File: src/rtl/pxu_pkg.sv
package pxu_pkg;

  typedef enum logic [2:0] {
    PF_A4R4G4B4  = 3'd0,
    PF_R5G6B5    = 3'd1,
    PF_A1R5G5B5  = 3'd2,
    PF_A8R8G8B8  = 3'd3,
    PF_R8G8B8A8  = 3'd4,
    PF_R8G8B8    = 3'd5
  } pix_fmt_e;

  // stored bytes per pixel for a layout code; unknown codes act as 32-bit
  function automatic logic [2:0] fmt_bytes(input logic [2:0] code);
    case (code)
      PF_A4R4G4B4, PF_R5G6B5, PF_A1R5G5B5: fmt_bytes = 3'd2;
      PF_R8G8B8:                           fmt_bytes = 3'd3;
      default:                             fmt_bytes = 3'd4;
    endcase
  endfunction

endpackage

File: src/rtl/pxu_chan_expand.sv
module pxu_chan_expand #(
  parameter int W = 5
) (
  input  logic [W-1:0] v,
  input  logic         rep,
  output logic [7:0]   y
);
  localparam int PAD = 8 - W;

  for (genvar i = 0; i < 8; i++) begin : g_bit
    if (i >= PAD) begin : g_field
      assign y[i] = v[i-PAD];
    end else begin : g_fill
      assign y[i] = rep & v[W-1-((7-i)%W)];
    end
  end

endmodule

File: src/rtl/pxu_unpack.sv
module pxu_unpack
  import pxu_pkg::*;
(
  input  logic [31:0] head,
  input  logic [2:0]  fmt,
  input  logic        rep,
  output logic [31:0] pix
);
  // 4-bit channels: index 3 is alpha, always replicated
  logic [3:0][7:0] n4;
  for (genvar k = 0; k < 4; k++) begin : g_nib
    pxu_chan_expand #(.W(4)) u_x (
      .v   (head[4*k+3 -: 4]),
      .rep ((k == 3) ? 1'b1 : rep),
      .y   (n4[k])
    );
  end

  logic [7:0] r565, g565, b565;
  pxu_chan_expand #(.W(5)) u_r565 (.v(head[15:11]), .rep(rep), .y(r565));
  pxu_chan_expand #(.W(6)) u_g565 (.v(head[10:5]),  .rep(rep), .y(g565));
  pxu_chan_expand #(.W(5)) u_b565 (.v(head[4:0]),   .rep(rep), .y(b565));

  logic [7:0] a555, r555, g555, b555;
  pxu_chan_expand #(.W(1)) u_a555 (.v(head[15]),    .rep(1'b1), .y(a555));
  pxu_chan_expand #(.W(5)) u_r555 (.v(head[14:10]), .rep(rep),  .y(r555));
  pxu_chan_expand #(.W(5)) u_g555 (.v(head[9:5]),   .rep(rep),  .y(g555));
  pxu_chan_expand #(.W(5)) u_b555 (.v(head[4:0]),   .rep(rep),  .y(b555));

  always_comb begin
    case (fmt)
      PF_A4R4G4B4: pix = {n4[3], n4[2], n4[1], n4[0]};
      PF_R5G6B5:   pix = {8'hFF, r565, g565, b565};
      PF_A1R5G5B5: pix = {a555, r555, g555, b555};
      PF_R8G8B8A8: pix = {head[7:0], head[31:8]};
      PF_R8G8B8:   pix = {8'hFF, head[23:0]};
      default:     pix = head;
    endcase
  end


  always_comb begin
    if (rep && fmt == PF_R5G6B5 && head[15:0] == 16'hFFFF) begin
      fullscale_chk: assert (pix == 32'hFFFF_FFFF);
    end
  end

endmodule

File: src/rtl/pxu_byte_buf.sv
module pxu_byte_buf #(
  parameter int WORD_BYTES = 8,
  parameter int SLOT_BYTES = 12,
  parameter int HEAD_BYTES = 4,
  parameter int CNT_W      = 4
) (
  input  logic                    clk,
  input  logic                    rst_n,
  input  logic                    push,
  input  logic [WORD_BYTES*8-1:0] push_data,
  input  logic                    pop,
  input  logic [2:0]              pop_bytes,
  output logic [HEAD_BYTES*8-1:0] head,
  output logic [CNT_W-1:0]        count,
  output logic [CNT_W-1:0]        count_ap
);
  localparam int BUF_W = SLOT_BYTES * 8;

  logic [BUF_W-1:0] data_q, data_d, kept, ins;
  logic [CNT_W-1:0] cnt_q, cnt_d, drop;

  always_comb begin
    drop     = pop ? CNT_W'(pop_bytes) : '0;
    count_ap = cnt_q - drop;
    kept     = data_q >> {drop, 3'b000};
    ins      = BUF_W'(push_data) << {count_ap, 3'b000};
    data_d   = push ? (kept | ins) : kept;
    cnt_d    = count_ap + (push ? CNT_W'(WORD_BYTES) : '0);
  end

  always_ff @(posedge clk or negedge rst_n) begin
    if (!rst_n) begin
      data_q <= '0;
      cnt_q  <= '0;
    end else begin
      data_q <= data_d;
      cnt_q  <= cnt_d;
    end
  end

  assign head  = data_q[HEAD_BYTES*8-1:0];
  assign count = cnt_q;


  cnt_bound_chk: assert property (@(posedge clk) disable iff (!rst_n)
    cnt_q <= CNT_W'(SLOT_BYTES));


  pop_within_chk: assert property (@(posedge clk) disable iff (!rst_n)
    pop |-> (CNT_W'(pop_bytes) <= cnt_q));


  clean_tail_chk: assert property (@(posedge clk) disable iff (!rst_n)
    (data_q >> {cnt_q, 3'b000}) == '0);

endmodule

File: src/rtl/gfx_pixel_expander.sv
module gfx_pixel_expander
  import pxu_pkg::*;
#(
  parameter int WORD_W = 64
) (
  input  logic              clk,
  input  logic              rst_n,
  input  logic [2:0]        fmt_sel,
  input  logic              exp_mode,
  input  logic              in_valid,
  output logic              in_ready,
  input  logic [WORD_W-1:0] in_word,
  output logic              out_valid,
  input  logic              out_ready,
  output logic [31:0]       out_pixel
);
  localparam int WORD_BYTES = WORD_W / 8;
  localparam int HEAD_BYTES = 4;
  localparam int SLOT_BYTES = WORD_BYTES + HEAD_BYTES;
  localparam int CNT_W      = $clog2(SLOT_BYTES + 1);

  logic [2:0]              bpp;
  logic [CNT_W-1:0]        count, count_ap;
  logic [HEAD_BYTES*8-1:0] head;
  logic                    out_fire, in_fire;

  assign bpp       = fmt_bytes(fmt_sel);
  assign out_valid = count >= CNT_W'(bpp);
  assign out_fire  = out_valid & out_ready;
  assign in_ready  = count_ap < CNT_W'(bpp);
  assign in_fire   = in_valid & in_ready;

  pxu_byte_buf #(
    .WORD_BYTES (WORD_BYTES),
    .SLOT_BYTES (SLOT_BYTES),
    .HEAD_BYTES (HEAD_BYTES),
    .CNT_W      (CNT_W)
  ) u_buf (
    .clk       (clk),
    .rst_n     (rst_n),
    .push      (in_fire),
    .push_data (in_word),
    .pop       (out_fire),
    .pop_bytes (bpp),
    .head      (head),
    .count     (count),
    .count_ap  (count_ap)
  );

  pxu_unpack u_unpack (
    .head (head),
    .fmt  (fmt_sel),
    .rep  (exp_mode),
    .pix  (out_pixel)
  );


  stall_blocks_in_chk: assert property (@(posedge clk) disable iff (!rst_n)
    (out_valid && !out_ready) |-> !in_ready);


  accept_gives_pixel_chk: assert property (@(posedge clk) disable iff (!rst_n)
    (in_valid && in_ready) |=> (out_valid || fmt_sel != $past(fmt_sel)));


  out_hold_chk: assert property (@(posedge clk) disable iff (!rst_n)
    (out_valid && !out_ready) |=>
      (fmt_sel != $past(fmt_sel) || exp_mode != $past(exp_mode) ||
       (out_valid && out_pixel == $past(out_pixel))));


  alpha_bit_chk: assert property (@(posedge clk) disable iff (!rst_n)
    (out_valid && fmt_sel == PF_A1R5G5B5) |->
      (out_pixel[31:24] == 8'h00 || out_pixel[31:24] == 8'hFF));


  opaque_chk: assert property (@(posedge clk) disable iff (!rst_n)
    (out_valid && (fmt_sel == PF_R5G6B5 || fmt_sel == PF_R8G8B8)) |->
      out_pixel[31:24] == 8'hFF);


  alpha_nib_chk: assert property (@(posedge clk) disable iff (!rst_n)
    (out_valid && fmt_sel == PF_A4R4G4B4) |->
      out_pixel[31:28] == out_pixel[27:24]);

endmodule

File: config.mk
export PLATFORM = sky130hd
export DESIGN_NAME = gfx_pixel_expander
export DESIGN_NICKNAME = d
export VERILOG_FILES = /design/src/rtl/pxu_pkg.sv /design/src/rtl/pxu_chan_expand.sv /design/src/rtl/pxu_unpack.sv /design/src/rtl/pxu_byte_buf.sv /design/src/rtl/gfx_pixel_expander.sv
export SDC_FILE = /design/constraint.sdc
export NUM_CORES = 1
export LEC_CHECK = 0
export BUFFER_PORTS_ARGS = -buffer_cell sky130_fd_sc_hd__buf_2
export CORE_MARGIN = 2
export CORE_UTILIZATION = 55
export DETAILED_ROUTE_END_ITERATION = 10
export PLACE_DENSITY_LB_ADDON = 0.15
export SLEW_MARGIN = 20
export SYNTH_ARGS = -nofsm -noshare
export SYNTH_HDL_FRONTEND = slang
export SYNTH_SLANG_ARGS = --single-unit
File: constraint.sdc
create_clock -name clk -period 8.41 [get_ports clk]
set_input_delay 0.841 -clock clk [delete_from_list [all_inputs] [get_ports clk]]
set_output_delay 0.841 -clock clk [all_outputs]
set_load 0.1 [all_outputs]
==> results.md <==
* Main combinational cell family by area after synthesis: compound AO/OA/AOI/OAI gates
* Total Wirelength at slightly above 30000 um
* H-Tree Depth at 3
* Hold Vio Cnt, Final at 0
* XOR/XNOR share of the synthesized area at 0.00196
* All-Layer GR Usage at 0.354
* Unique masters post-synth at 54
* Max Fclk at 152 MHz
* Power, Total at ~4.6 mW
* Crit-path cells: buf_2, nor2b_1, a21oi_4, ha_1, nand3_1, a2bb2oi_4, nor2_2, ha_2, inv_1, fa_4, ha_1, o21a_1, o31a_1, or4_1, buf_4, nor2_4, a221o_1
* Startpoint types: input pin
* Status: completed
* Placed insts at 1268
* RSZ-0062 raised after global routing: no
* Leading area contributor after synthesis: dfrtp_1
* DR vias at 9095
* CP peak stage delay at 920 ps
* Worst vdd ir at 0.279 mV
* #FFs+latches synth at 100
* Routed WL per cell at 24.1 um
* Critical path type: in -> reg
* Compound-Gate Fraction of Synth Area at 0.279
* Post-route setup TNS at 0 ps
* Initial DRC count at approximately 1200
* Die Y at between 100 and 150 um
* Power Dens Cells at 475 mW/mm^2
* Share of layout cells above drive strength 1 at 0.217
* Seq/Total Area, Yosys at 0.280
* Fraction of registers with async set/reset at 1.00
* Largest fanout on the critical path at 24
* DP HPWL at 21900 um
* First-pass iteration count of the detailed router at 5
* Critical Path AT at 6880 ps
* Net Count, Synth at between 1000 and 1500
* Most frequent cells in the layout: 138 x nand2_1, 103 x buf_2, 100 x dfrtp_1
* Synth Area in Adders at 0.0120
* Ys Warns at 0
* Clock slew at reported path FFs at 70 ps
* Boundary pin count at between 100 and 150
* Hold WS at 526 ps
* Slowest library cell on the worst path: fa_4
* Final core occ at 0.616
* Max-slew violation count at 0
* Worst Setup End Kind: flop
* Post-Synth Simple-Gate Area at 0.154
* Post-synth top area share at 0.280
* Cell Rows at 46
* Largest delay contributor family on the critical path: simple AND/OR/NAND/NOR gates
* Largest net degree at the start of global routing at 99
* Clock skew at 7.67 ps
* Final Setup Violations at 0
* Clock Path Buffers at 2
* Via density at 7.07
* Routability cong. at 0.967
* DRC viols at 0
* Worst hold path type: in -> async
* Final Non-Filler Cells at 1286
* Syn Inst Count at approximately 1000
* Core area at around 0.016 mm^2
* Req. time, crit path at 8710 ps
* Total grt overflow at 0
* Syn_area_per_cell at 8.59 um^2
* Initial Util at 0.563
* Worst relative slew slack at 0.368
* Post-CTS Hold Fix Bufs at 0
* Post-synthesis mux area share at 0.217
* CTS tree: yes
* Die area at 0.0173 mm^2
* Clock root cell: clkbuf_16
* Initial antenna violation count at 2
* CP dominant cell by count: ha_1
* Leading cell type in the layout, fill and taps excluded: nand2_1
* # port buffers at around 110
* Die width at about 130 um
* Final min period at 6590 ps
* Final net count at approximately 1100
* Tcrit/Tclk final at 0.783
* Worst R2R Setup Slack at 3010 ps
* Resized cells post-CTS at 0
* # clock sinks at 100
* Crit path buf inv count at 3
* First-pass GRT wire length at 48300 um
* Area growth syn-to-layout at 9.39%
* Max Cap Viol at 0
* Slew @ Worst Pin at 947 ps
* Cts bufs inserted at 9
* Vias in the first global route at 8077
* Post-synth EDFFs at 0
* Syn Std Cell Area at 0.00894 mm^2
* Remaining antenna violation count at 0
* Largest cells by area after synthesis: dfrtp_1 28%, mux4_2 9.6%, mux2i_1 7.4%
* Worst-Skew Late Latency at 360 ps
* Post-CTS setup buffers at 0
* P_leak at 4.21 nW
* Top_reg_cell synth: dfrtp_1
[power breakdown]
part	internal, mW	switching [mW]	total [mW]
registers	0.687	0.314	1.00
logic	1.16	2.09	3.25
clock network	0.200	0.194	0.394
total	2.05	2.59	4.65
[metrics by stage]
step                area, um^2  setup slack [ps]
finish                    9780              1820
global route              9780              1570
CTS                       9770              1920
detailed placement        9500              1610
global placement          9500              1660
floorplan                 8950              1120
[kinds of logic after synthesis]
kind of cell / after synthesis
multiplexers: 142
adder cells (fa/ha/maj): 8
AND/OR/NAND/NOR: 321
AO/OA/AOI/OAI: 343
flip-flops: 100
XOR/XNOR: 2
buffers and inverters: 125
[synth_stat cells (2+ instances only)]
cell type and count:
a211o_1 26, dfrtp_1 100, nor2_2 4, o311ai_0 8
mux2_2 38, o221ai_1 11, inv_1 11, and3_1 10
or2_2 2, mux4_2 38, o22ai_1 9, a311oi_1 48
mux2i_1 66, nand3_1 59, a222oi_1 8, nor2b_1 3
inv_2 3, a21oi_1 76, o21bai_1 4, nand2_1 138
o21ai_0 56, buf_4 3, o21a_1 2, o22a_1 2
a22o_1 8, clkbuf_1 80, buf_1 11, a221o_1 42
buf_2 17, a22oi_1 25, nor2_1 94, o211ai_1 10
ha_1 7, nand3b_1 2
[worst reg2reg max path: cells and delay by family, from the launching register on]
kind                     cells  cell delay [ps]
flip-flops                   1              450
AO/OA/AOI/OAI                4              800
AND/OR/NAND/NOR              4             1890
adder cells (fa/ha/maj)      4             1850
buffers and inverters        2              360
[routing by layer]
metal / GRT usage / vias to the layer above / wire length, um / part of all wire
met2: 0.498 / 623 / 13200 / 0.43
met3: 0.0891 / 54 / 3550 / 0.11
met4: 0.106 / 0 / 935 / 0.030
met5: 0 / - / 0 / 0
li1: - / 4065 / - / -
met1: 0.535 / 4353 / 13300 / 0.43
[area by class of cell]
| type | count | area, um^2 |
|---|---|---|
| antenna | 2 | 5.00 |
| clock buffer | 10 | 229 |
| clock inverter | 6 | 41.3 |
| fill | 1440 | 6110 |
| inverter | 14 | 52.6 |
| multi-input combinational | 816 | 6010 |
| sequential | 100 | 2500 |
| tap | 216 | 270 |
| timing repair buffer | 122 | 671 |
[worst paths after layout]
check	start	end	depth (start not counted)
max	fmt_sel[2]	u_buf.data_q[85]	17
min	rst_n	u_buf.data_q[78]	1
max reg2reg	u_buf.count[1]	u_buf.data_q[85]	14
min reg2reg	u_buf.data_q[57]	u_buf.data_q[57]	1
max in group asynchronous	rst_n	u_buf.data_q[12]	2
min in group clk	u_buf.data_q[57]	u_buf.data_q[57]	1
[flip-flops by register name (all words and copies together) (netlist names)]
| signal | count |
|---|---|
| u_buf.count | 4 |
| u_buf.data_q | 96 |
Power figures use the tool's default switching activity.
